`config.mk`:
```
export PLATFORM = sky130hd
export DESIGN_NAME = bitSerialDot
export DESIGN_NICKNAME = d
export VERILOG_FILES = /design/src/rtl/dotPkg.sv /design/src/rtl/dotCtrl.sv /design/src/rtl/dotShiftGroup.sv /design/src/rtl/dotDatapath.sv /design/src/rtl/bitSerialDot.sv
export SDC_FILE = /design/constraint.sdc
export NUM_CORES = 1
export LEC_CHECK = 0
export ABC_CLOCK_PERIOD_IN_PS = 4300
export BUFFER_PORTS_ARGS = -buffer_cell sky130_fd_sc_hd__buf_2
export CAP_MARGIN = 15
export CORE_AREA = 2 2 39 41
export CTS_CLUSTER_DIAMETER = 80
export CTS_CLUSTER_SIZE = 40
export DETAILED_ROUTE_END_ITERATION = 8
export DIE_AREA = 0 0 41 43
export PLACE_DENSITY = 0.57
export SLEW_MARGIN = 20
export SYNTH_ARGS = -nofsm -noshare
export SYNTH_HDL_FRONTEND = slang
export SYNTH_SLANG_ARGS = --single-unit
```
`constraint.sdc`:
```
create_clock -name clk -period 4.3 [get_ports clk]
set_input_delay 0.645 -clock clk [delete_from_list [all_inputs] [get_ports clk]]
set_output_delay 0.645 -clock clk [all_outputs]
set_load 0.02 [all_outputs]
```
`src/rtl/dotPkg.sv`:
```
package dotPkg;

  typedef enum logic [1:0] {
    ST_IDLE   = 2'd0,
    ST_ACCUM  = 2'd1,
    ST_COMMIT = 2'd2,
    ST_BCAST  = 2'd3
  } dotState_t;

  // Strobes from the control to the datapath
  typedef struct packed {
    logic clearAcc;
    logic stepEn;
    logic commit;
    logic bcastEn;
    logic wrAllow;
  } dotStrobes_t;

endpackage

```
`src/rtl/dotCtrl.sv`:
```
module dotCtrl
  import dotPkg::*;
#(
  parameter int FEAT_W   = 2,
  parameter int NUM_COLS = 3,
  parameter int COL_W    = 2
) (
  input  logic             clk,
  input  logic             rstN,
  input  logic             start,
  output dotStrobes_t      strobes,
  output logic             busy,
  output logic [COL_W-1:0] colIdx
);

  localparam int STEP_W = (FEAT_W > 1) ? $clog2(FEAT_W) : 1;
  localparam logic [STEP_W-1:0] LAST_STEP = STEP_W'(FEAT_W - 1);
  localparam logic [COL_W-1:0]  LAST_COL  = COL_W'(NUM_COLS - 1);

  dotState_t         state;
  logic [STEP_W-1:0] stepCnt;

  always_ff @(posedge clk or negedge rstN) begin
    if (!rstN) begin
      state   <= ST_IDLE;
      stepCnt <= '0;
      colIdx  <= '0;
    end else begin
      unique case (state)
        ST_IDLE: begin
          if (start) begin
            state   <= ST_ACCUM;
            stepCnt <= '0;
          end
        end
        ST_ACCUM: begin
          stepCnt <= stepCnt + STEP_W'(1);
          if (stepCnt == LAST_STEP) state <= ST_COMMIT;
        end
        ST_COMMIT: begin
          state  <= ST_BCAST;
          colIdx <= '0;
        end
        ST_BCAST: begin
          if (colIdx == LAST_COL) begin
            state  <= ST_IDLE;
            colIdx <= '0;
          end else begin
            colIdx <= colIdx + COL_W'(1);
          end
        end
        default: state <= ST_IDLE;
      endcase
    end
  end

  always_comb begin
    strobes.clearAcc = (state == ST_IDLE) && start;
    strobes.stepEn   = (state == ST_ACCUM);
    strobes.commit   = (state == ST_COMMIT);
    strobes.bcastEn  = (state == ST_BCAST);
    strobes.wrAllow  = (state == ST_IDLE);
    busy             = (state != ST_IDLE);
  end

endmodule

```
`src/rtl/dotShiftGroup.sv`:
```
module dotShiftGroup #(
  parameter int VEC_LEN = 8,
  parameter int GCOLS   = 3,
  parameter int ACC_W   = 6,
  parameter int CNT_W   = 4
) (
  input  logic                     clk,
  input  logic                     rstN,
  input  logic                     clearAcc,
  input  logic                     stepEn,
  input  logic                     sliceNz,
  input  logic [VEC_LEN-1:0]       slice,
  input  logic [GCOLS*VEC_LEN-1:0] weights,
  output logic [GCOLS*ACC_W-1:0]   accFlat
);

  for (genvar c = 0; c < GCOLS; c++) begin : g_col
    logic [VEC_LEN-1:0] gated;
    logic [CNT_W-1:0]   partial;
    logic [ACC_W-1:0]   acc;

    assign gated = slice & weights[c*VEC_LEN +: VEC_LEN];

    // Adder reduction of the gated bits of this column
    always_comb begin
      partial = '0;
      for (int r = 0; r < VEC_LEN; r++) begin
        partial = partial + CNT_W'(gated[r]);
      end
    end

    always_ff @(posedge clk or negedge rstN) begin
      if (!rstN) begin
        acc <= '0;
      end else if (clearAcc) begin
        acc <= '0;
      end else if (stepEn) begin
        if (sliceNz) acc <= {acc[ACC_W-2:0], 1'b0} + ACC_W'(partial);
        else         acc <= {acc[ACC_W-2:0], 1'b0};
      end
    end

    assign accFlat[c*ACC_W +: ACC_W] = acc;
  end

endmodule

```
`src/rtl/dotDatapath.sv`:
```
module dotDatapath
  import dotPkg::*;
#(
  parameter int VEC_LEN    = 8,
  parameter int NUM_COLS   = 3,
  parameter int GROUP_COLS = 8,
  parameter int ACC_W      = 6,
  parameter int CNT_W      = 4,
  parameter int ROW_W      = 3,
  parameter int COL_W      = 2
) (
  input  logic                clk,
  input  logic                rstN,
  input  dotStrobes_t         strobes,
  input  logic [COL_W-1:0]    colIdx,
  input  logic                wrEn,
  input  logic [ROW_W-1:0]    wrRow,
  input  logic [NUM_COLS-1:0] wrBits,
  input  logic [VEC_LEN-1:0]  slice,
  output logic [ACC_W-1:0]    outData
);

  localparam int NGROUPS = (NUM_COLS + GROUP_COLS - 1) / GROUP_COLS;

  logic [NUM_COLS*VEC_LEN-1:0] weightFlat;
  logic [NUM_COLS*ACC_W-1:0]   accFlat;
  logic [ACC_W-1:0]            termReg [NUM_COLS];
  logic                        sliceNz;

  // Weight store: column c holds one bit per vector element
  for (genvar c = 0; c < NUM_COLS; c++) begin : g_wcol
    always_ff @(posedge clk or negedge rstN) begin
      if (!rstN) begin
        weightFlat[c*VEC_LEN +: VEC_LEN] <= '0;
      end else if (wrEn && strobes.wrAllow) begin
        weightFlat[c*VEC_LEN + int'(wrRow)] <= wrBits[c];
      end
    end
  end

  // Zero detector alongside the datapath
  assign sliceNz = |slice;

  for (genvar g = 0; g < NGROUPS; g++) begin : g_grp
    localparam int LO = g * GROUP_COLS;
    localparam int GC = ((NUM_COLS - LO) < GROUP_COLS) ? (NUM_COLS - LO) : GROUP_COLS;

    dotShiftGroup #(
      .VEC_LEN(VEC_LEN),
      .GCOLS  (GC),
      .ACC_W  (ACC_W),
      .CNT_W  (CNT_W)
    ) u_group (
      .clk     (clk),
      .rstN    (rstN),
      .clearAcc(strobes.clearAcc),
      .stepEn  (strobes.stepEn),
      .sliceNz (sliceNz),
      .slice   (slice),
      .weights (weightFlat[LO*VEC_LEN +: GC*VEC_LEN]),
      .accFlat (accFlat[LO*ACC_W +: GC*ACC_W])
    );
  end

  // Termination register, loaded one cycle after the last slice
  for (genvar c = 0; c < NUM_COLS; c++) begin : g_term
    always_ff @(posedge clk or negedge rstN) begin
      if (!rstN)               termReg[c] <= '0;
      else if (strobes.commit) termReg[c] <= accFlat[c*ACC_W +: ACC_W];
    end
  end

  always_comb begin
    outData = '0;
    for (int c = 0; c < NUM_COLS; c++) begin
      if (strobes.bcastEn && (colIdx == COL_W'(c))) outData = termReg[c];
    end
  end

endmodule

```
`src/rtl/bitSerialDot.sv`:
```
module bitSerialDot
  import dotPkg::*;
#(
  parameter int FEAT_W     = 2,
  parameter int VEC_LEN    = 8,
  parameter int NUM_COLS   = 3,
  parameter int GROUP_COLS = 8,
  localparam int CNT_W = $clog2(VEC_LEN + 1),
  localparam int ACC_W = FEAT_W + CNT_W,
  localparam int ROW_W = (VEC_LEN > 1) ? $clog2(VEC_LEN) : 1,
  localparam int COL_W = (NUM_COLS > 1) ? $clog2(NUM_COLS) : 1
) (
  input  logic                clk,
  input  logic                rstN,
  input  logic                wrEn,
  input  logic [ROW_W-1:0]    wrRow,
  input  logic [NUM_COLS-1:0] wrBits,
  input  logic                start,
  input  logic [VEC_LEN-1:0]  slice,
  output logic                busy,
  output logic                outValid,
  output logic [COL_W-1:0]    outCol,
  output logic [ACC_W-1:0]    outData
);

  dotStrobes_t strobes;
  logic [COL_W-1:0] colIdx;

  dotCtrl #(
    .FEAT_W  (FEAT_W),
    .NUM_COLS(NUM_COLS),
    .COL_W   (COL_W)
  ) u_ctrl (
    .clk    (clk),
    .rstN   (rstN),
    .start  (start),
    .strobes(strobes),
    .busy   (busy),
    .colIdx (colIdx)
  );

  dotDatapath #(
    .VEC_LEN   (VEC_LEN),
    .NUM_COLS  (NUM_COLS),
    .GROUP_COLS(GROUP_COLS),
    .ACC_W     (ACC_W),
    .CNT_W     (CNT_W),
    .ROW_W     (ROW_W),
    .COL_W     (COL_W)
  ) u_dp (
    .clk    (clk),
    .rstN   (rstN),
    .strobes(strobes),
    .colIdx (colIdx),
    .wrEn   (wrEn),
    .wrRow  (wrRow),
    .wrBits (wrBits),
    .slice  (slice),
    .outData(outData)
  );

  assign outValid = strobes.bcastEn;
  assign outCol   = colIdx;

endmodule

```
# ---- Yosys cells after proc, flatten, opt, wreduce, memory -nomap -nowiden
# Index checks and enable logic that the tools add are counted.
# W data, S select, Z words.
dict set report word_totals {
  register_bits 113
  latchBits 0
  mem_bits_rw 0
  romBits 0
  input_bits 18
  output_inout_bits 10
  elab_cells 108
  mem_count 0
}
dict set report classes {
  addsub 28
  multipliers 0
  n_div 0
  order_cmp 6
  eq_ne 8
  shifts 0
  mux 29
  n_bitwise 3
  reduce_logical 18
}
# op count
set ops {}
lappend ops {{$bwmux W24} 3}
lappend ops {{$mux W6} 12}
lappend ops {{$ge A32 B1 Y1 const B} 2}
lappend ops {{$lt A32 B7 Y1 const B} 2}
lappend ops {{$add A4 B1 Y4} 12}
lappend ops {{$and A8 B8 Y8} 3}
lappend ops {{$add A6 B4 Y6} 3}
lappend ops {{$add A3 B1 Y4} 3}
lappend ops {{$demux W1 S5} 2}
lappend ops {{$add A2 B1 Y3} 3}
lappend ops {{$logic_and A1 B1 Y1} 8}
lappend ops {{$mux W2} 4}
lappend ops {{$pmux W2 S4} 1}
lappend ops {{$reduce_bool A2 Y1} 4}
lappend ops {{$reduce_or A8 Y1} 1}
lappend ops {{$add A1 B1 Y2} 3}
lappend ops {{$add A5 B3 Y6 const A} 1}
lappend ops {{$eq A2 B2 Y1 const B} 3}
lappend ops {{$lt A3 B6 Y1 const B} 1}
lappend ops {{$add A4 B3 Y5 const A} 1}
lappend ops {{$eq A2 B1 Y1 const B} 2}
lappend ops {{$logic_not A2 Y1} 2}
lappend ops {{$mux W1} 4}
lappend ops {{$ne A2 B2 Y1 const B} 2}
lappend ops {{9 further kinds} 10}

# ---- Longest topological paths before layout
# Gate-level depths: netlist of run 1.
dict set report depth {
  depth_word 12
  ltp_mapped 5
  mapped_depth_nobuf 5
}

# ---- Modules after synthesis
# Synthesis of run 1 repeated with hierarchy kept, for this count alone.
dict set report hier_totals {
  cells_unflattened 293
  area_unflattened_um2 2991.6
}
# mod instances cells_per_inst area_each_um2 seq_area_each_um2
set modules_own_cells {}
lappend modules_own_cells {dotShiftGroup 1 197 1809.2 450.4}
lappend modules_own_cells {dotDatapath 1 68 887.1 450.4}
lappend modules_own_cells {dotCtrl 1 28 295.3 125.1}

# ---- Worst setup path before layout of run 1
# OpenSTA, ideal clock, no wires.
dict set report synth_timing {
  kind {in2reg}
  startpoint {in start}
  endpoint {reg u_ctrl.state[1]}
  setup_time_ns 0.127
  arrival_ns 1.444
  required_time_ns 4.173
  slack_ns 2.729
  path_stages 3
  path_buffers 0
  cell_sequence {inv_1 a222oi_1 mux2_1}
}
dict set report synth_between {
  elab_chain_len 2
}
# item line
set synth_lines {}
lappend synth_lines {{start: declaration} bitSerialDot.sv:18} ;# input logic start,
lappend synth_lines {{$ne A2 B2 Y1 (no line)} n/a}
lappend synth_lines {{$reduce_and A3 Y1 (no line)} n/a}
lappend synth_lines {{end signal: assignment} dotCtrl.sv:25} ;# state <= ST_IDLE;
lappend synth_lines {{end signal: assignment} dotCtrl.sv:32} ;# state <= ST_ACCUM;
lappend synth_lines {{end signal: assignment} dotCtrl.sv:38} ;# if (stepCnt == LAST_STEP) state <= ST_COMMIT;
lappend synth_lines {{end: declaration} dotCtrl.sv:20} ;# dotState_t state;
# Every way passes these cells.
# A chain may end at the register's enable or synchronous reset.

# ---- Final worst setup path of run 1
dict set report layout_timing {
  startpoint {reg u_ctrl.state[0]}
  endpoint {out busy}
}
dict set report layout_between {
  elab_chain_len 1
}
# item line
set layout_lines {}
lappend layout_lines {{$reduce_bool A2 Y1} dotCtrl.sv:63} ;# busy = (state != ST_IDLE);
lappend layout_lines {{end: declaration} bitSerialDot.sv:20} ;# output logic busy,
# Every way passes these cells.

==> summary.md, run 1 <==
| Metric | Value |
|---|---|
| Outcome | finished, final reports clean |
| Buffers on Ports | 6 |
| Fraction of the mapped netlist area in compound gates | 9.96% |
| Pleak | 0.209 nW |
| Die height | 43 um |
| Deepest level of the CTS H-tree | 1 |
| Total Routed Length | 485 um |
| Post-Synth Simple-Gate Area | 9.59% |
| Max clock buf depth | 2 |
| Slowest Stage Delay on Critical Path | 390 ps |
| Critical path peak fanout | 5 |
| Layout area overhead | 14.8% |
| # nets final | 68 |
| CP max stage cell | dfrtp_1 |
| Post-synthesis mux area share | 6.27% |
| Netlist cell types | 17 |
| Crit-path cells | inv_1 -> ha_1 -> inv_1 -> buf_2 |
| Peak VDD IR | 0.000286 V |
| CP endpoint kind | output port |
| Critical path required time | 3650 ps |
| DR vias | 245 |
| Fin crit period | 1830 ps |
| Mapped Cells | 36 |
| Data arrival, critical path | 1180 ps |
| Synthesis warning total | 48 |
| Gr usage total | 6.36% |
| Die X-Extent | 41 um |
| Core area | 0.00138 mm2 |
| Fraction of layout cells with a size suffix above 1 | 22.2% |
| Post-CTS Hold Buffers | 0 |
| Place WS | 2550 ps |
| Post-synthesis sequential area ratio | 36.9% |
| Adder-cell share of the synthesized area | 14.8% |
| Clk Latency, worst-skew pair | 240 ps |
| First-pass GRT wire length | 724 um |
| XOR/XNOR Fraction of Synth Area | 2.58% |
| Most common cell on crit path | inv_1 |
| Final antenna-violating net count | 0 |
| Dpl hpwl | 392 um |
| Total global routing overflow | 0 |
| TNS Setup | 0 ps |
| Worst R2R Setup Slack | 2620 ps |
| Final Hold Vio Count | 0 |
| Num Clock Sinks | 5 |
| Synth Area per Inst | 9.42 um2 |
| Wire per inst | 7.95 um |
| Final setup violation count | 0 |
| Post-CTS Resized | 0 |
| Starting DRT DRC Count | 6 |
| Cell row count | 14 |
| CTS tree | done |
| Layout Skew | 3.60 ps |
| CTS root buffer | clkbuf_4 |
| IO Count | 28 |
| DR pass1 iterations | 4 |
| PD cells | 767 mW/mm2 |
| Number of antenna repair diodes | 0 |
| Die area | 0.00176 mm2 |
| Clk slew on worst S/H paths | 40 ps |
| Mapped cell area | 339 um2 |
| Fin crit share | 42.5% |
| Pin count of the biggest net entering global routing | 6 |
| Crit Path Category | reg -> out |
| Drt drc | 0 |
| CP Launch Type | flop |
| Starting Density | 24.5% |
| Pins Over Slew Limit | 0 |
| Top achievable clock speed | 547 MHz |
| # Max-Cap Violations | 0 |
| Most frequent cells in the layout | 6 x conb_1, 6 x buf_2, 5 x dfrtp_1, 4 x inv_1, 4 x ha_1 |
| Setup bufs post-CTS | 0 |
| Initial antenna violation count | 0 |
| Final worst-path setup slack | 2470 ps |
| Min-Delay Path Class | in -> async |
| Vias in the first global route | 188 |
| Largest family of logic cells by synthesized area | buffers and inverters |
| Total CTS buffers | 3 |
| Fillers | 150 |
| Gpl congestion | 0.693 |
| RSZ-0062 raised after global routing | false |
| Seq cells post-synth | 5 |
| Via density | 4.02 |
[worst max-delay path: cells and delay by family, from the launching register on]
family | cells | cell delay (ps)
buf+inv | 3 | 310
flops | 1 | 390
fa+ha+maj | 1 | 240
[flip-flops by register name (all words and copies together) (netlist names)]
register        cells
u_ctrl.colIdx       2
u_ctrl.state        2
u_ctrl.stepCnt      1
[per-stage QoR]
stage | power (mW) | cell area [um2] | hold WS, ps | instances | utilization, %
final | 0.299 | 389 | 211 | 61 | 28.1
after global routing | 0.326 | 389 | 210 | 61 | 28.1
after CTS | 0.304 | 389 | 206 | 61 | 28.1
after detailed placement | 0.249 | 363 | 464 | 57 | 26.2
after global placement | 0.246 | 363 | 466 | 57 | 26.2
after floorplan | 0.215 | 358 | 349 | 41 | -
[area by class of cell]
class                           count  area, um2  share of cell area [%]
Multi-Input combinational cell     25        169                    43.4
Sequential cell                     5        125                    32.2
Timing Repair Buffer                6       30.0                    7.72
Clock buffer                        4       26.3                    6.75
Tap cell                           16       20.0                    5.14
Inverter                            5       18.8                    4.82
[kinds of logic after synthesis]
| group | count (synthesis) |
|---|---|
| AND/OR/NAND/NOR | 7 |
| adder cells (fa/ha/maj) | 4 |
| flip-flops | 5 |
| AO/OA/AOI/OAI | 5 |
| XOR/XNOR | 1 |
| multiplexers | 2 |
| other | 1 |
| buffers and inverters | 11 |
[synthesized netlist by cell type]
| cell | n | area, um2 |
|---|---|---|
| conb_1 | 1 | 3.75 |
| nand3b_1 | 1 | 7.51 |
| a22o_1 | 1 | 8.76 |
| buf_4 | 6 | 45.0 |
| inv_1 | 4 | 15.0 |
| a222oi_1 | 1 | 10.0 |
| nor2_1 | 3 | 11.3 |
| nand2b_1 | 1 | 6.26 |
| inv_2 | 1 | 3.75 |
| mux2_1 | 1 | 11.3 |
| dfrtp_1 | 5 | 125 |
| mux2i_1 | 1 | 10.0 |
| nand2_1 | 2 | 7.51 |
| ha_1 | 4 | 50.1 |
| a21oi_1 | 1 | 5.00 |
| xnor2_1 | 1 | 8.76 |
| o21ai_0 | 2 | 10.0 |
[per-layer routing]
metal / up-vias / part of all wire, % / GRT usage, %
met4: 0 / 0 / 0
met1: 110 / 44 / 7.87
met5: - / 0 / 0
met3: 0 / 13 / 6.28
met2: 12 / 43 / 8.44
li1: 123 / - / -
[path summary, 6_finish.rpt]
kind,from,end,cells after the start
setup / recovery,u_ctrl.state[0],busy,4
hold / removal,rstN,u_ctrl.colIdx[0],1
setup reg to reg,u_ctrl.state[0],u_ctrl.state[1],4
hold reg to reg,u_ctrl.colIdx[1],u_ctrl.colIdx[1],1
max in group asynchronous,rstN,u_ctrl.colIdx[1],1
min in group clk,u_ctrl.colIdx[1],u_ctrl.colIdx[1],1
[report_power, final]
| part | total (mW) | switching, mW | internal [mW] |
|---|---|---|---|
| clock | 0.0529 | 0.0179 | 0.0350 |
| combinational | 0.153 | 0.0870 | 0.0665 |
| sequential | 0.0923 | 0.0220 | 0.0703 |
| total | 0.299 | 0.127 | 0.172 |
Power figures use the tool's default switching activity.
==> run 2, diff against run 1 <==
ABC_CLOCK_PERIOD_IN_PS = 1800   (was 4300)
clock period = 1.8 ns   (was 4.3 ns; I/O delays follow)
==> run 2 against run 1 <==
Net effect: total power increased to 2.5 times the previous value; register-to-register slack got worse by 2400 ps; clock power increased by 140%; core utilization increased by 1.8 points; sequential power increased by 140%; die area unchanged; cell area increased by 6.4%; global-route usage increased by 1.9 points; critical path type is now reg -> reg; critical endpoint is now u_ctrl.state[1].
==> summary.md, run 2 (same netlist as run 1, synthesis figures left out) <==
| Metric | Value |
|---|---|
| Initial antenna violation count | 0 (unchanged) |
| Fin crit period | 1560 ps |
| Hold EP | u_ctrl.stepCnt |
| Starting Density | 24.5% (unchanged) |
| Fin util | 29.9% (+1.8 points) |
| # Max-Cap Violations | 0 (unchanged) |
| DR pass1 iterations | 4 (unchanged) |
| CTS tree | done |
| Drt drc | 0 (unchanged) |
| First-pass GRT wire length | 917 um (+27%) |
| Cell row count | 14 (unchanged) |
| Final setup violation count | 0 (unchanged) |
| Final Hold Vio Count | 0 (unchanged) |
| Hold Slack | 339 ps (+128 ps) |
| Buffers on Ports | 6 (unchanged) |
| RR Endpoint | u_ctrl.state[1] |
| Starting DRT DRC Count | 9 (+3) |
| Pleak | 0.223 nW (+6.7%) |
| Num Clock Sinks | 5 (unchanged) |
| Largest registers | u_ctrl.colIdx x2, u_ctrl.state x2, u_ctrl.stepCnt x1 |
| Die area | 0.00176 mm2 (unchanged) |
| Design Area, Final | 414 um2 (+6.4%) |
| RSZ-0062 raised after global routing | false |
| Layout Skew | 1.89 ps (-1.71 ps) |
| Slowest Stage Delay on Critical Path | 410 ps (+20 ps) |
| Wire per inst | 7.94 um (-0.17%) |
| Reg2reg start | u_ctrl.state[0] |
| Hold Path Cell Cnt | 3 |
| CP endpoint kind | flop |
| Pin count of the biggest net entering global routing | 6 (unchanged) |
| Fraction of layout cells with a size suffix above 1 | 25.0% (+2.8 points) |
| CP Launch Type | flop |
| Place WS | 230 ps (-2320 ps) |
| Outcome | finished, final reports clean |
| Pins Over Slew Limit | 0 (unchanged) |
| Placed cell area | 378 um2 (+4.1%) |
| Crit Path Category | reg -> reg |
| TNS Setup | 0 ps (unchanged) |
| Placed Cells | 59 (+3.5%) |
| Fin crit share | 86.9% |
| Number of antenna repair diodes | 0 (unchanged) |
| Core area | 0.00138 mm2 (unchanged) |
| Final worst-path setup slack | 237 ps (-2230 ps) |
| Clk slew on worst S/H paths | 40 ps (about the same) |
| Layout area overhead | 22.1% |
| Critical path peak fanout | 3 (-2) |
| Worst R2R Path Depth | 4 (unchanged) |
| Total power draw | 0.752 mW (+150%) |
| Deepest level of the CTS H-tree | 1 (unchanged) |
| DR vias | 253 (+3.3%) |
| Total Routed Length | 508 um (+4.7%) |
| Total CTS buffers | 3 (unchanged) |
| Post-CTS Resized | 0 (unchanged) |
| CTS root buffer | clkbuf_4 |
| Vias in the first global route | 242 (+29%) |
| Data arrival, critical path | 1680 ps (+500 ps) |
| Gr usage total | 8.28% (+1.9 points) |
| Max clock buf depth | 2 (unchanged) |
| Min-Delay Path Class | in -> reg |
| Gpl congestion | 0.720 (+3.9%) |
| PD cells | 1820 mW/mm2 (+140%) |
| Die height | 43 um (unchanged) |
| Total global routing overflow | 0 (unchanged) |
| Setup bufs post-CTS | 0 (unchanged) |
| Most frequent cells in the layout | 6 x conb_1, 6 x buf_2, 5 x dfrtp_1, 4 x inv_1, 4 x ha_1 |
| Critical path required time | 1910 ps (-1740 ps) |
| Crit-path cells | inv_1 -> ha_1 -> a222oi_1 -> mux2_1 |
| # nets final | 71 (+4.4%) |
| IO Count | 28 (unchanged) |
| Worst R2R Setup Slack | 240 ps (-2380 ps) |
| Hold Startpoint | start |
| CP max stage cell | a222oi_1 |
| Final antenna-violating net count | 0 (unchanged) |
| Via density | 3.95 (-1.6%) |
| Finished Layout Cells | 64 (+4.9%) |
| Clk Latency, worst-skew pair | 240 ps (about the same) |
| Post-CTS Hold Buffers | 1 (+1) |
| Top achievable clock speed | 640 MHz |
| Peak VDD IR | 0.000582 V (+100%) |
| Die X-Extent | 41 um (unchanged) |
## run 2: cell count changes in the layout (fill, tap and decap cells not counted)
cell           change
buf_4              +2
dlygate4sd3_1      +1
## run 2: area by class of cell
class | instances | area (um2)
flip-flops and latches | 5 | 125
fillers | 151 | 970
multi-input cells | 25 | 169
repair buffers | 9 | 55.1
inverters | 5 | 18.8
well taps | 16 | 20.0
clock buffers | 4 | 26.3
## run 2: power breakdown
| part | total [mW] | internal [mW] | switching [mW] | leakage [nW] |
|---|---|---|---|---|
| registers | 0.219 | 0.168 | 0.0512 | 0.0615 |
| logic | 0.408 | 0.193 | 0.215 | 0.146 |
| clock network | 0.125 | 0.0835 | 0.0413 | 0.0150 |
| total | 0.752 | 0.445 | 0.308 | 0.223 |
## run 2: how the worst max path moves through the flow
stage | from | to | slack [ps]
2_1_floorplan | u_ctrl.state[0] | u_ctrl.state[1] | 250
3_3_place_gp | u_ctrl.state[0] | u_ctrl.state[1] | 230
3_5_place_dp | u_ctrl.state[0] | u_ctrl.state[1] | 230
4_1_cts | u_ctrl.state[0] | u_ctrl.state[1] | 220
5_1_grt | u_ctrl.state[0] | u_ctrl.state[0] | 90
6_report | u_ctrl.state[0] | u_ctrl.state[1] | 240
## run 2: metal layers
metal | up-vias | global-route usage [%] | wire length [um]
met3 | 0 | 6.28 | 38
met4 | 0 | 4.00 | 0
li1 | 128 | - | -
met1 | 116 | 9.18 | 218
met5 | - | 0 | 0
met2 | 9 | 11.3 | 251
## run 2: worst max-delay path: cells and delay by family, from the launching register on
kind            cells  cell delay [ps]
mux                 1              370
compound gates      1              410
buf+inv             1               80
flops               1              370
fa+ha+maj           1              210
==> run 3, diff against run 2 <==
GPL_TIMING_DRIVEN = 1   (was unset)
REMOVE_ABC_BUFFERS = 1   (was unset)
==> run 3 against run 2 <==
Net effect: total power barely moved; clock-buffer cell count stayed put; sequential share of layout area unchanged; final cell count unchanged; largest cell class unchanged; flip-flop and latch count unchanged; routed wire length increased by 3.1%; highest routed layer unchanged; die area unchanged; critical path type unchanged.
==> summary.md, run 3 (same netlist as run 1, synthesis figures left out) <==
| Metric | Value |
|---|---|
| Outcome | finished, final reports clean |
| Pins Over Slew Limit | 0 (unchanged) |
| Fin crit period | 1560 ps (+1.49 ps) |
| Buf/Inv on CP | 1 (unchanged) |
| Fin crit share | 86.9% (about the same) |
| Starting Density | 24.5% (unchanged) |
| Die area | 0.00176 mm2 (unchanged) |
| Fillers | 158 (+4.6%) |
| TNS Setup | 0 ps (unchanged) |
| Critical path required time | 1920 ps (about the same) |
| Starting DRT DRC Count | 2 (-7) |
| Critical path peak fanout | 3 (unchanged) |
| Via density | 4.14 (+4.7%) |
| PD cells | 1820 mW/mm2 (about the same) |
| Number of antenna repair diodes | 0 (unchanged) |
| Die height | 43 um (unchanged) |
| Fraction of layout cells with a size suffix above 1 | 25.0% (unchanged) |
| Layout area overhead | 22.1% (unchanged) |
| Top achievable clock speed | 639 MHz (about the same) |
| Final setup violation count | 0 (unchanged) |
| CTS root buffer | clkbuf_4 |
| Wire per inst | 8.19 um (+3.1%) |
| Multi-input gate area | 169 um2 (unchanged) |
| Register area | 125 um2 (unchanged) |
| Place WS | 223 ps (-7.09 ps) |
| Hold Slack | 330 ps (-9.04 ps) |
| Crit Path Category | reg -> reg |
| Post-CTS Resized | 0 (unchanged) |
| Final Hold Vio Count | 0 (unchanged) |
| Data arrival, critical path | 1690 ps (about the same) |
| Clk Latency, worst-skew pair | 240 ps (about the same) |
| Most frequent cells in the layout | 6 x conb_1, 6 x buf_2, 5 x dfrtp_1, 4 x inv_1, 4 x ha_1 |
| First-pass GRT wire length | 752 um (-18%) |
| DR vias | 265 (+4.7%) |
| Gpl congestion | 0.624 (-13%) |
| Die X-Extent | 41 um (unchanged) |
| Max clock buf depth | 2 (unchanged) |
| # Max-Cap Violations | 0 (unchanged) |
| Peak VDD IR | 0.000489 V (-16%) |
| CP Launch Type | flop |
| Post-CTS Hold Buffers | 1 (unchanged) |
| Largest registers | u_ctrl.colIdx x2, u_ctrl.state x2, u_ctrl.stepCnt x1 |
| Setup bufs post-CTS | 0 (unchanged) |
| Total Routed Length | 524 um (+3.1%) |
| Deepest level of the CTS H-tree | 1 (unchanged) |
| Total power draw | 0.753 mW (about the same) |
| RSZ-0062 raised after global routing | false |
| Final worst-path setup slack | 235 ps (-1.49 ps) |
| Vias in the first global route | 191 (-21%) |
| Pleak | 0.223 nW (unchanged) |
| Total CTS buffers | 3 (unchanged) |
| IO Count | 28 (unchanged) |
| Drt drc | 0 (unchanged) |
| Total global routing overflow | 0 (unchanged) |
| CP endpoint kind | flop |
| Clk slew on worst S/H paths | 40 ps (about the same) |
| Min-Delay Path Class | in -> reg |
| Core area | 0.00138 mm2 (unchanged) |
| CP max stage cell | a222oi_1 |
| DR pass1 iterations | 4 (unchanged) |
| Crit-path cells | inv_1 -> ha_1 -> a222oi_1 -> mux2_1 |
| Slowest Stage Delay on Critical Path | 420 ps (about the same) |
| Buffers on Ports | 6 (unchanged) |
| Dpl hpwl | 421 um |
| Final antenna-violating net count | 0 (unchanged) |
| CTS tree | done |
| Initial antenna violation count | 0 (unchanged) |
| Pin count of the biggest net entering global routing | 6 (unchanged) |
| Cell row count | 14 (unchanged) |
| Top Family by Delay on Critical Path | compound AO/OA/AOI/OAI gates |
| # nets final | 71 (unchanged) |
| Layout Skew | 2.60 ps (+0.703 ps) |
| Num Clock Sinks | 5 (unchanged) |
| Gr usage total | 7.34% (-0.94 points) |
-- run 3: worst register-to-register path, delay by kind of cell (launching register included) --
kind	cells	cell delay [ps]
compound gates	1	420
buf+inv	1	80
fa+ha+maj	1	210
flops	1	370
mux	1	360
-- run 3: final timing paths --
path | end | cells past startpoint | startpoint | slack [ps]
setup / recovery | u_ctrl.state[1] | 4 | u_ctrl.state[0] | 240
hold / removal | u_ctrl.stepCnt | 3 | start | 330
setup reg to reg | u_ctrl.state[1] | 4 | u_ctrl.state[0] | 240
hold reg to reg | u_ctrl.colIdx[1] | 1 | u_ctrl.colIdx[1] | 540
max in group asynchronous | u_ctrl.colIdx[1] | 2 | rstN | 1280
min in group asynchronous | u_ctrl.stepCnt | 2 | rstN | 390
-- run 3: final cells by class --
cell class              instances  area share (%)
flip-flops and latches          5            30.2
repair buffers                  9            13.3
clock buffers                   4            6.34
inverters                       5            4.53
well taps                      16            4.83
multi-input cells              25            40.8
-- run 3: stage by stage --
stage                     cells  area (um2)  util [%]
final                        64         414      29.9
after CTS                    64         414      29.9
after floorplan              35         313         -
after global routing         64         414      29.9
after detailed placement     59         378      27.3
after global placement       59         378      27.3
-- run 3: power breakdown --
| part | switching (mW) | leakage [nW] | internal (mW) |
|---|---|---|---|
| clock | 0.0460 | 0.0150 | 0.0838 |
| sequential | 0.0518 | 0.0615 | 0.168 |
| combinational | 0.210 | 0.146 | 0.193 |
-- run 3: per-layer routing --
metal	track usage, %	wire length (um)	vias up
li1	-	-	127
met1	6.47	211	126
met2	10.0	260	12
met3	9.42	52	0
met4	2.00	0	0
met5	0	0	-
